### src/rtl/smi_pkg.sv
package smi_pkg;
    typedef enum logic [1:0] {
        ST_RUN  = 2'd0,
        ST_SMM  = 2'd1,
        ST_SHUT = 2'd2
    } smi_state_t;

    localparam int unsigned WORD_W    = 32;
    localparam int unsigned IO_PORT_W = 16;
    localparam int unsigned SEL_W     = 3;

    localparam logic [SEL_W-1:0] SEL_IOWORD  = 3'd0;
    localparam logic [SEL_W-1:0] SEL_RESTART = 3'd1;
    localparam logic [SEL_W-1:0] SEL_HALT    = 3'd2;
    localparam logic [SEL_W-1:0] SEL_BASE    = 3'd3;
    localparam logic [SEL_W-1:0] SEL_REV     = 3'd4;

    localparam logic [1:0] KIND_NEXT   = 2'd0;
    localparam logic [1:0] KIND_REEXEC = 2'd1;
    localparam logic [1:0] KIND_HALT   = 2'd2;

    localparam logic [15:0] RESTART_REEXEC = 16'h00FF;
    localparam logic [WORD_W-1:0] REV_WORD = 32'h0003_0000;
endpackage

### src/rtl/smi_edge_latch.sv
module smi_edge_latch (
    input  logic clk,
    input  logic rst_n,
    input  logic req,
    input  logic mask,
    input  logic clr,
    output logic pend
);
    logic req_prev;

    always_ff @(posedge clk) begin
        if (!rst_n) begin
            req_prev <= 1'b0;
            pend     <= 1'b0;
        end else begin
            req_prev <= req;
            if (clr)
                pend <= 1'b0;
            else if (req && !req_prev && !mask)
                pend <= 1'b1;
        end
    end
endmodule

### src/rtl/smi_nmi_mask.sv
module smi_nmi_mask (
    input  logic clk,
    input  logic rst_n,
    input  logic enter,
    input  logic leave,
    input  logic iret,
    input  logic nmi_taken,
    output logic mask
);
    logic saved;

    always_ff @(posedge clk) begin
        if (!rst_n) begin
            mask  <= 1'b0;
            saved <= 1'b0;
        end else if (enter) begin
            saved <= mask;
            mask  <= 1'b1;
        end else if (leave) begin
            mask <= saved;
        end else if (iret) begin
            mask <= 1'b0;
        end else if (nmi_taken) begin
            mask <= 1'b1;
        end
    end
endmodule

### src/rtl/smi_slot_file.sv
module smi_slot_file
    import smi_pkg::*;
#(
    parameter int unsigned ADDR_W   = 32,
    parameter logic [ADDR_W-1:0] BASE_RST = 32'h0003_0000
) (
    input  logic              clk,
    input  logic              rst_n,
    input  logic              enter,
    input  logic              commit_base,
    input  logic [WORD_W-1:0] io_word_in,
    input  logic              halted_in,
    input  logic              wr_en,
    input  logic [SEL_W-1:0]  wr_sel,
    input  logic [WORD_W-1:0] wr_data,
    input  logic [SEL_W-1:0]  rd_sel,
    output logic [WORD_W-1:0] rd_data,
    output logic [15:0]       restart_val,
    output logic              halt_bit,
    output logic [ADDR_W-1:0] base_slot,
    output logic [ADDR_W-1:0] smbase
);
    logic [WORD_W-1:0] io_word;
    logic [15:0]       halt_slot;

    assign halt_bit = halt_slot[0];

    always_ff @(posedge clk) begin
        if (!rst_n) begin
            io_word     <= '0;
            restart_val <= '0;
            halt_slot   <= '0;
            base_slot   <= BASE_RST;
            smbase      <= BASE_RST;
        end else if (enter) begin
            io_word     <= io_word_in;
            restart_val <= '0;
            halt_slot   <= {15'd0, halted_in};
            base_slot   <= smbase;
        end else begin
            if (commit_base)
                smbase <= base_slot;
            if (wr_en) begin
                unique case (wr_sel)
                    SEL_RESTART: restart_val <= wr_data[15:0];
                    SEL_HALT:    halt_slot   <= wr_data[15:0];
                    SEL_BASE:    base_slot   <= wr_data[ADDR_W-1:0];
                    default: ;
                endcase
            end
        end
    end

    always_comb begin
        unique case (rd_sel)
            SEL_IOWORD:  rd_data = io_word;
            SEL_RESTART: rd_data = {16'd0, restart_val};
            SEL_HALT:    rd_data = {16'd0, halt_slot};
            SEL_BASE:    rd_data = WORD_W'(base_slot);
            SEL_REV:     rd_data = REV_WORD;
            default:     rd_data = '0;
        endcase
    end
endmodule

### src/rtl/smi_resume_ctl.sv
module smi_resume_ctl
    import smi_pkg::*;
#(
    parameter int unsigned ADDR_W     = 32,
    parameter int unsigned ALIGN_BITS = 15,
    parameter logic [ADDR_W-1:0] BASE_RST = 32'h0003_0000
) (
    input  logic              clk,
    input  logic              rst_n,
    input  logic              smi_req,
    input  logic              insn_bnd,
    input  logic              cpu_halted,
    input  logic              io_hit,
    input  logic [15:0]       io_port,
    input  logic              io_str,
    input  logic              io_in,
    input  logic              bp_hit,
    input  logic              nmi_taken,
    input  logic              iret_done,
    input  logic              rsm_cmd,
    input  logic              wr_en,
    input  logic [2:0]        wr_sel,
    input  logic [31:0]       wr_data,
    input  logic [2:0]        rd_sel,
    output logic [31:0]       rd_data,
    output logic              smi_ack,
    output logic              nmi_blocked,
    output logic              init_blocked,
    output logic [ADDR_W-1:0] smbase,
    output logic              resume_vld,
    output logic [1:0]        resume_kind,
    output logic              halt_cycle,
    output logic              dbg_trap,
    output logic              shutdown
);
    localparam int unsigned RESV_W = WORD_W - IO_PORT_W - 3;

    smi_state_t state, state_nx;
    logic pend, enter, resume_ok, go_shut, misalign, want_reexec;
    logic reexec_pend, dbg_def;
    logic [15:0] restart_val;
    logic halt_bit;
    logic [ADDR_W-1:0] base_slot;
    logic [WORD_W-1:0] io_word_new;

    assign misalign    = |base_slot[ALIGN_BITS-1:0];
    assign want_reexec = (restart_val == RESTART_REEXEC);
    assign enter       = (state == ST_RUN) && insn_bnd && pend;
    assign resume_ok   = (state == ST_SMM) && rsm_cmd && !misalign;
    assign go_shut     = (state == ST_SMM) && rsm_cmd && misalign;
    assign io_word_new = io_hit ? {io_port, io_str, {RESV_W{1'b0}},
                                   !reexec_pend, io_in} : '0;

    smi_edge_latch u_edge (
        .clk(clk), .rst_n(rst_n), .req(smi_req),
        .mask(state != ST_RUN), .clr(enter), .pend(pend)
    );

    smi_nmi_mask u_nmi (
        .clk(clk), .rst_n(rst_n), .enter(enter), .leave(resume_ok),
        .iret(iret_done), .nmi_taken(nmi_taken), .mask(nmi_blocked)
    );

    smi_slot_file #(.ADDR_W(ADDR_W), .BASE_RST(BASE_RST)) u_slots (
        .clk(clk), .rst_n(rst_n), .enter(enter), .commit_base(resume_ok),
        .io_word_in(io_word_new), .halted_in(cpu_halted),
        .wr_en(wr_en && (state == ST_SMM)), .wr_sel(wr_sel), .wr_data(wr_data),
        .rd_sel(rd_sel), .rd_data(rd_data), .restart_val(restart_val),
        .halt_bit(halt_bit), .base_slot(base_slot), .smbase(smbase)
    );

    always_comb begin
        state_nx = state;
        unique case (state)
            ST_RUN:  if (enter) state_nx = ST_SMM;
            ST_SMM:  if (go_shut) state_nx = ST_SHUT;
                     else if (resume_ok) state_nx = ST_RUN;
            ST_SHUT: state_nx = ST_SHUT;
            default: state_nx = ST_SHUT;
        endcase
    end

    always_ff @(posedge clk) begin
        if (!rst_n) state <= ST_RUN;
        else        state <= state_nx;
    end

    always_ff @(posedge clk) begin
        if (!rst_n) begin
            resume_vld  <= 1'b0;
            resume_kind <= KIND_NEXT;
            halt_cycle  <= 1'b0;
            dbg_trap    <= 1'b0;
            reexec_pend <= 1'b0;
            dbg_def     <= 1'b0;
        end else begin
            resume_vld <= 1'b0;
            halt_cycle <= 1'b0;
            dbg_trap   <= 1'b0;
            if (enter) begin
                dbg_def <= dbg_def | bp_hit;
            end else if (resume_ok) begin
                resume_vld <= 1'b1;
                if (want_reexec) begin
                    resume_kind <= KIND_REEXEC;
                    reexec_pend <= 1'b1;
                end else begin
                    resume_kind <= halt_bit ? KIND_HALT : KIND_NEXT;
                    halt_cycle  <= halt_bit;
                    if (!reexec_pend) begin
                        dbg_trap <= dbg_def;
                        dbg_def  <= 1'b0;
                    end
                end
            end else if ((state == ST_RUN) && insn_bnd && reexec_pend) begin
                reexec_pend <= 1'b0;
                dbg_trap    <= dbg_def;
                dbg_def     <= 1'b0;
            end
        end
    end

    assign smi_ack      = (state == ST_SMM);
    assign init_blocked = (state == ST_SMM);
    assign shutdown     = (state == ST_SHUT);
endmodule

### config.mk
export PLATFORM = sky130hd
export DESIGN_NAME = smi_resume_ctl
export DESIGN_NICKNAME = d
export VERILOG_FILES = /design/src/rtl/smi_pkg.sv /design/src/rtl/smi_edge_latch.sv /design/src/rtl/smi_nmi_mask.sv /design/src/rtl/smi_slot_file.sv /design/src/rtl/smi_resume_ctl.sv
export SDC_FILE = /design/constraint.sdc
export NUM_CORES = 1
export LEC_CHECK = 0
export BUFFER_PORTS_ARGS = -buffer_cell sky130_fd_sc_hd__buf_4
export CAP_MARGIN = 20
export CORE_ASPECT_RATIO = 0.75
export CORE_MARGIN = 2
export CORE_UTILIZATION = 52
export DETAILED_ROUTE_END_ITERATION = 8
export PLACE_DENSITY = 0.78
export SYNTH_ARGS = -nofsm -noshare
export SYNTH_HDL_FRONTEND = slang
export SYNTH_SLANG_ARGS = --single-unit
export TNS_END_PERCENT = 30
### constraint.sdc
create_clock -name clk -period 2.7 [get_ports clk]
set_clock_uncertainty 0.1 [all_clocks]
set_input_delay 0.675 -clock clk [delete_from_list [all_inputs] [get_ports clk]]
set_output_delay 0.675 -clock clk [all_outputs]
set_load 0.01 [all_outputs]
==> results of run 1 <==
cell type report:
class / count / share of cell area, %
Multi-Input combinational cell: 376 / 35.6
Clock inverter: 9 / 2.15
Timing Repair Buffer: 156 / 16.5
Clock buffer: 23 / 7.03
Sequential cell: 128 / 36.2
Inverter: 4 / 0.212
Tap cell: 132 / 2.33
Yosys cell counts, drive strengths merged:
| master | number | area (um2) |
|---|---|---|
| a21boi | 1 | 7.51 |
| a21oi | 19 | 95.1 |
| a221oi | 1 | 8.76 |
| a22o | 35 | 307 |
| a22oi | 27 | 203 |
| a31o | 1 | 8.76 |
| a31oi | 10 | 62.6 |
| a41oi | 1 | 8.76 |
| and2 | 18 | 113 |
| and3 | 3 | 18.8 |
| and4 | 1 | 10.0 |
| and4bb | 1 | 12.5 |
| buf | 20 | 119 |
| clkbuf | 26 | 97.6 |
| dfxtp | 128 | 2560 |
| inv | 4 | 15.0 |
| mux2 | 13 | 146 |
| mux2i | 45 | 450 |
| mux4 | 3 | 67.6 |
| nand2 | 25 | 93.8 |
| nand2b | 2 | 12.5 |
| nand3 | 8 | 40.0 |
| nand3b | 2 | 15.0 |
| nand4 | 2 | 18.8 |
| nand4b | 1 | 8.76 |
| nor2 | 78 | 293 |
| nor2b | 7 | 43.8 |
| nor3 | 22 | 110 |
| nor4 | 5 | 91.3 |
| nor4bb | 1 | 10.0 |
| o21ai | 39 | 195 |
| o2bb2ai | 1 | 8.76 |
| o41a | 1 | 11.3 |
| or4 | 2 | 15.0 |
| or4b | 1 | 13.8 |
layout by cell type (no fill, tap or decap), drive strengths merged, types with 18 or more instances in the layout:
cell,Yosys,final
buf,20,156
dfxtp,128,128
nor2,78,78
mux2i,45,45
o21ai,39,39
a22o,35,35
a22oi,27,27
nand2,25,25
clkbuf,26,23
nor3,22,22
a21oi,19,19
and2,18,18
worst min-delay path, delay by kind of cell, from the launching register on:
kind	cells	cell delay, ns
flip-flops	1	0.31
AO/OA/AOI/OAI	1	0.05
AND/OR/NAND/NOR	1	0.05
report_power, final:
group | internal, W | leakage [nW] | total, W | switching (W)
clock | 0.00166 | 0.311 | 0.00249 | 0.000828
sequential | 0.00194 | 1.04 | 0.00199 | 0.0000562
combinational | 0.000183 | 1.80 | 0.000401 | 0.000217
registers in the layout, indices dropped and copies added, names as in the netlist:
name,count
u_nmi.saved,1
u_slots.halt_slot,16
u_nmi.mask,1
halt_cycle,1
state,2
u_slots.base_slot,32
dbg_trap,1
resume_vld,1
u_slots.io_word,19
u_slots.restart_val,16
u_slots.smbase,32
u_edge.req_prev,1
resume_kind,2
dbg_def,1
reexec_pend,1
u_edge.pend,1
path summary, 6_finish.rpt:
kind / end / start / depth (start not counted)
worst max register to register: u_slots.smbase[30] / state[0] / 5
worst min register to register: u_slots.io_word[1] / u_slots.io_word[1] / 2
worst max-delay path: rd_data[1] / rd_sel[0] / 4
worst min-delay path: u_slots.io_word[1] / u_slots.io_word[1] / 2
cells by family (layout without fill, tap and decap cells):
family | Yosys count | after routing
AO/OA/AOI/OAI | 136 | 136
multiplexers | 61 | 61
AND/OR/NAND/NOR | 179 | 179
buffers and inverters | 50 | 192
flip-flops | 128 | 128
layer usage:
| layer | routed length (um) | global-route usage [%] | up-vias |
|---|---|---|---|
| met2 | 7510 | 44.4 | 255 |
| met3 | 1450 | 7.10 | 20 |
| met1 | 6810 | 40.4 | 2411 |
| li1 | - | - | 2247 |
| met4 | 230 | 11.5 | 0 |
| met5 | 0 | 0 | - |
stage by stage:
step           utilization (%)  area (um2)  cells  hold slack (ns)  total power [W]
2_1_floorplan                -        5290    554            0.322          0.00223
6_report                  72.5        7090    828            0.360          0.00489
4_1_cts                   72.5        7090    828            0.359          0.00489
5_1_grt                   72.5        7090    828            0.365          0.00502
3_3_place_gp              65.9        6440    796            0.344          0.00241
3_5_place_dp              65.9        6440    796            0.352          0.00242
==> impl_metrics.csv, run 1 <==
group,metric,value,unit
outcome,outcome,"finished clean",
setup_path,path_cells,"buf_4, mux4_2, nor2b_1, buf_4",
clocking,insertion_delay,0.42,ns
clocking,clkTransAtPathRegs,0.05,ns
global_route,grt_max_degree,35,
place,dp_hpwl,11000,um
finish,area_delta_synth_final,33.9,%
clocking,cts_hold_buf,0,
sta,setup_viol,0,
global_route,grt.total_usage,29.3,%
sta,finalCriticalPeriod,2.54,ns
place,numPortBuffers,139,
synth,synth-compound-area-share,17.3,%
clocking,cts.sinks,128,
setup_path,path_buf_inv,2,
floorplanning,core-area,9770,um2
sta,slew_headroom,73.4,%
setup_path,cp_max_fo,19,
synth,ys_seq_area_share,48.4,%
floorplanning,dieArea,11000,um2
min_path,worstHoldPathType,"flop to flop",
setup_path,worstPathArrival,1.77,ns
finish,nFillCells,722,
detailed_routing,ant_nets,0,
floorplanning,fp.dieW,121,um
synth,synth.mux.area_fraction,12.6,%
finish,num_antenna_cells,0,
synth,synth_area,5290,um2
synth,ys_ff_latch,128,
floorplanning,rows,31,
sta,worst_pin_slew,0.396,ns
floorplanning,ioPinCount,140,
clocking,cts_tree,"yes",
detailed_routing,drt-pass1-iter-count,6,
sta,tns,0,ns
setup_path,worst_path_max_delay_cell,"mux4_2",
synth,syn_inst,554,
global_route,antenna_found_initial,0,
power_and_ir_drop,p_leak,3.14,nW
synth,synth_top_family_by_area,"simple AND/OR/NAND/NOR gates",
clocking,htree_levels,4,
setup_path,cpPeakStageDelay,0.54,ns
synth,synth.avg_cell_area,9.56,um2
finish,seq_area,2560,um2
finish,multi_input_area,2520,um2
global_route,grt_pass1_wl,24900,um
setup_path,end_kind,"primary output",
sta,rsz0062_at_grt,"false",
finish,fin_nets,750,
detailed_routing,routed_wl,16000,um
floorplanning,start_util,54.2,%
setup_path,crit_path_start_kind,"input port",
clocking,cts_resized,0,
sta,post-route-period-util,94.1,%
setup_path,r2r_setup_slack,0.71,ns
power_and_ir_drop,irDropWorstVdd,679,uV
setup_path,cp_common_cell,"buf_4",
clocking,cts-root-buf,"clkbuf_16",
run,drv_cap,0,
synth,synthDistinctLibCells,43,
synth,yosys_warnings,0,
finish,drive_gt1_share,31.0,%
setup_path,critPathKind,"input port to primary output",
synth,synth_adder_area_share,0,%
synth,yosys.area_share.simple,17.4,%
detailed_routing,vias,4933,
setup_path,path_delay_family,"multiplexers",
synth,synth_xor_area_share,0,%
sta,timing.final.ws_setup,0.159,ns
clocking,post_cts_buffers,0,
detailed_routing,route.detailed.drc,0,
detailed_routing,via_per_inst,5.96,
place,gp_congestion,0.829,
detailed_routing,first_iter_violations,448,
setup_path,required,1.92,ns
global_route,overflow,0,
power_and_ir_drop,powerDensity,690,nW/um2
sta,hold_viol,0,
place,place_ws,0.166,ns
sta,max_freq,394,MHz
sta,slew_viol_final,0,
clocking,clk_path_buf_depth,2,
clocking,cts_buffers,17,
detailed_routing,wl_per_cell,19.3,um
floorplanning,die_y,91.4,um
global_route,grt_pass1_vias,4807,
synth,synth_nets,621,
(Power assumes the default switching activity.)
==> inputs of run 2 (changes only) <==
- CORE_UTILIZATION: 52 -> 56
- PLACE_DENSITY: 0.78 -> 0.83
- clock period: 2.7 -> 3.3 ns (I/O delays scaled with it)
==> impl_metrics.csv, run 2 (synthesis results as in run 1) <==
group,metric,value,unit
outcome,outcome,"finished clean",
sta,finalCriticalPeriod,2.86,ns
min_path,worstHoldPathType,"flop to flop",
clocking,cts.sinks,128,
detailed_routing,first_iter_violations,544,
detailed_routing,routed_wl,15900,um
finish,area_delta_synth_final,32.0,%
clocking,cts_hold_buf,0,
finish,top_regs,"u_slots.base_slot (32), u_slots.smbase (32), u_slots.io_word (19)",
sta,worst_pin_slew,0.729,ns
setup_path,crit_path_start_kind,"input port",
clocking,post_cts_buffers,0,
finish,nFillCells,628,
detailed_routing,vias,4991,
setup_path,cp_max_fo,19,
global_route,grt_pass1_wl,24600,um
finish,fin_nets,746,
floorplanning,start_util,58.0,%
sta,setup_viol,0,
setup_path,cpPeakStageDelay,0.29,ns
floorplanning,dieArea,10300,um2
clocking,htree_levels,4,
global_route,grt_pass1_vias,4742,
setup_path,path_delay_family,"buffers and inverters",
sta,slew_viol_final,0,
finish,fin_util,76.6,%
setup_path,required,2.37,ns
finish,layout_commonest_cell,"buf_4",
clocking,cts_tree,"yes",
place,gp_congestion,0.857,
finish,num_antenna_cells,0,
detailed_routing,wl_per_cell,19.3,um
clocking,insertion_delay,0.42,ns
setup_path,end_kind,"primary output",
finish,final_cells,820,
place,dp_hpwl,10700,um
detailed_routing,drt-pass1-iter-count,5,
finish,seq_area,2560,um2
floorplanning,core-area,9120,um2
sta,max_freq,350,MHz
global_route,grt.total_usage,31.9,%
finish,drive_gt1_share,30.6,%
sta,tns,0,ns
setup_path,path_buf_inv,3,
power_and_ir_drop,irDropWorstVdd,400,uV
power_and_ir_drop,p_leak,3.10,nW
setup_path,cp_common_cell,"buf_4",
clocking,cts_resized,0,
setup_path,critPathKind,"input port to primary output",
floorplanning,ioPinCount,140,
power_and_ir_drop,power,0.00379,W
setup_path,worst_path_max_delay_cell,"and2_0",
setup_path,path_cells,"buf_4, and2_0, buf_4, a22oi_1, nor2_1, buf_4",
setup_path,worstPathArrival,1.93,ns
floorplanning,rows,30,
clocking,clk_path_buf_depth,2,
global_route,overflow,0,
finish,multi_input_area,2510,um2
sta,post-route-period-util,86.6,%
clocking,cts_buffers,17,
global_route,antenna_found_initial,0,
power_and_ir_drop,powerDensity,543,nW/um2
clocking,cts-root-buf,"clkbuf_16",
floorplanning,fp.dieW,116,um
detailed_routing,route.detailed.drc,0,
detailed_routing,via_per_inst,6.09,
finish,final_cell_mix,"buf_4, dfxtp_1, nor2_1",
global_route,grt_max_degree,40,
detailed_routing,ant_nets,0,
place,placed_cells,788,
run,drv_cap,0,
sta,hold_viol,0,
clocking,clkTransAtPathRegs,0.05,ns
floorplanning,die_y,88.2,um
place,numPortBuffers,139,
sta,rsz0062_at_grt,"false",
sta,slew_headroom,51.4,%
[run 2: changes by cell type in the layout (fill, tap and decap cells not counted)]
| cell | before | now |
|---|---|---|
| nor4bb_2 | 0 | 1 |
| clkinv_2 | 2 | 6 |
| clkbuf_8 | 5 | 3 |
| buf_12 | 0 | 1 |
| nor4bb_4 | 1 | 0 |
| buf_4 | 156 | 151 |
| bufinv_16 | 4 | 2 |
[run 2: routing by layer]
| metal | track usage, % | wire, um | vias to the layer above | share of wire (%) |
|---|---|---|---|---|
| li1 | - | - | 2247 | - |
| met1 | 42.4 | 6870 | 2440 | 43 |
| met2 | 49.4 | 7210 | 267 | 45 |
| met3 | 9.55 | 1360 | 37 | 8.6 |
| met4 | 12.3 | 425 | 0 | 2.7 |
| met5 | 0 | 0 | - | 0 |
[run 2: worst paths after layout]
| kind | startpoint | end | slack (ns) | cells after the start |
|---|---|---|---|---|
| worst max-delay path | rd_sel[0] | rd_data[27] | 0.44 | 6 |
| worst min-delay path | u_slots.io_word[16] | u_slots.io_word[16] | 0.37 | 1 |
| worst max register to register | state[1] | u_slots.halt_slot[2] | 1.18 | 5 |
| worst min register to register | u_slots.io_word[16] | u_slots.io_word[16] | 0.37 | 1 |
[run 2: layout make-up]
cell class | instances | area share, %
sequential | 128 | 36.7
multi-input combinational | 376 | 36.0
timing repair buffer | 152 | 16.5
clock buffer | 21 | 6.73
tap | 128 | 2.29
clock inverter | 11 | 1.61
inverter | 4 | 0.215
[run 2: power by group]
group	internal (W)	switching, W
combinational	0.000148	0.000177
sequential	0.00159	0.0000466
clock	0.00116	0.000673
total	0.00290	0.000897
[run 2: per-stage QoR]
step | instance area [um2] | hold slack (ns) | setup slack [ns]
finish | 6990 | 0.369 | 0.441
global route | 6990 | 0.386 | 0.320
CTS | 6990 | 0.375 | 0.447
detailed placement | 6410 | 0.357 | 0.471
global placement | 6410 | 0.345 | 0.499
floorplan | 5290 | 0.322 | 0.426
==> inputs of run 3 (changes only) <==
- CORE_UTILIZATION: 56 -> 55
- PLACE_DENSITY: 0.83 -> 0.82
- SKIP_LAST_GASP: default -> 1
==> impl_metrics.csv, run 3 (synthesis results as in run 1) <==
group,metric,value,unit
floorplanning,ioPinCount,140,
sta,setup_viol,0,
setup_path,critPathKind,"input port to primary output",
global_route,antenna_found_initial,0,
setup_path,end_kind,"primary output",
clocking,cts.sinks,128,
setup_path,worstPathArrival,1.92,ns
floorplanning,start_util,57.6,%
sta,rsz0062_at_grt,"false",
finish,fin_nets,747,
finish,num_antenna_cells,0,
place,dp_hpwl,10700,um
min_path,holdPathStages,2,
detailed_routing,ant_nets,0,
global_route,overflow,0,
sta,max_freq,352,MHz
detailed_routing,vias,4943,
clocking,cts_buffers,17,
power_and_ir_drop,irDropWorstVdd,400,uV
setup_path,worst-r2r-cell-count,5,
place,placed_cells,789,
setup_path,cp_max_fo,19,
place,gp_congestion,0.848,
power_and_ir_drop,p_leak,3.09,nW
floorplanning,fp.dieW,117,um
finish,top_regs,"u_slots.base_slot (32), u_slots.smbase (32), u_slots.io_word (19)",
run,drv_cap,0,
clocking,cts_tree,"yes",
finish,final_cell_mix,"buf_4, dfxtp_1, nor2_1",
finish,drive_gt1_share,30.0,%
detailed_routing,via_per_inst,6.02,
clocking,cts_resized,0,
detailed_routing,routed_wl,15900,um
global_route,grt.total_usage,31.2,%
global_route,grt_max_degree,40,
finish,final_cells,821,
floorplanning,dieArea,10400,um2
clocking,htree_levels,4,
clocking,post_cts_buffers,0,
finish,area_delta_synth_final,31.2,%
global_route,grt_pass1_wl,24500,um
detailed_routing,drt-pass1-iter-count,6,
clocking,clk_path_buf_depth,2,
clocking,insertion_delay,0.41,ns
place,numPortBuffers,139,
clocking,cts-root-buf,"clkbuf_16",
detailed_routing,wl_per_cell,19.3,um
sta,hold_viol,0,
detailed_routing,route.detailed.drc,0,
power_and_ir_drop,powerDensity,527,nW/um2
setup_path,r2r_setup_slack,1.11,ns
clocking,clkTransAtPathRegs,0.05,ns
sta,post-route-period-util,86.1,%
floorplanning,die_y,89.0,um
sta,tns,0,ns
sta,slew_headroom,50.1,%
floorplanning,rows,30,
sta,finalCriticalPeriod,2.84,ns
sta,slew_viol_final,0,
outcome,outcome,"finished clean",
floorplanning,core-area,9200,um2
detailed_routing,first_iter_violations,488,
min_path,worstHoldPathType,"flop to flop",
global_route,grt_pass1_vias,4716,
setup_path,crit_path_start_kind,"input port",
sta,worst_pin_slew,0.748,ns
clocking,cts_hold_buf,0,
setup_path,required,2.37,ns
finish,layout_commonest_cell,"buf_4",
[run 3: changes by cell type in the layout (fill, tap and decap cells not counted)]
cell,delta
clkinvlp_4,-3
nor4bb_2,-1
bufinv_16,-1
clkbuf_8,-1
buf_4,+2
buf_12,-1
clkbuf_1,+5
nor4bb_4,+1
[run 3: area by class of cell]
cell class                 instances  area (um2)
sequential                       128        2560
multi-input combinational        376        2520
fill                             615        2250
timing repair buffer             153        1150
clock buffer                      25         475
tap                              128         160
clock inverter                     7        60.1
inverter                           4        15.0
[run 3: where the power goes]
| group | switching, W | internal [W] |
|---|---|---|
| Clock | 0.000635 | 0.00107 |
| Sequential | 0.0000466 | 0.00159 |
| Combinational | 0.000178 | 0.000148 |
[run 3: worst paths after layout]
check	start	end
setup reg to reg	state[1]	u_slots.base_slot[8]
setup / recovery	rd_sel[0]	rd_data[12]
hold / removal	u_nmi.saved	u_nmi.saved
hold reg to reg	u_nmi.saved	u_nmi.saved
[run 3: critical path, cell delays in order]
cell     delay (ns)
buf_4          0.26
nor2b_1        0.17
buf_4          0.21
a22oi_1        0.11
nor2_1         0.18
buf_4          0.16
[run 3: metrics by stage]
stage          setup WS [ns]  instance area (um2)  hold slack, ns  power, W  utilization, %
2_1_floorplan          0.426                 5290           0.322   0.00183               -
3_3_place_gp           0.493                 6410           0.344   0.00197            69.7
3_5_place_dp           0.475                 6410           0.351   0.00198            69.7
4_1_cts                0.464                 6950           0.358   0.00366            75.5
5_1_grt                0.379                 6950           0.389   0.00376            75.5
6_report               0.459                 6950           0.361   0.00366            75.5
[run 3: per-layer routing]
metal / vias to the layer above / part of all wire (%) / track usage, %
met4: 0 / 2.1 / 10.7
li1: 2246 / - / -
met1: 2391 / 44 / 42.5
met2: 278 / 45 / 49.0
met5: - / 0 / 0
met3: 28 / 9.3 / 7.59
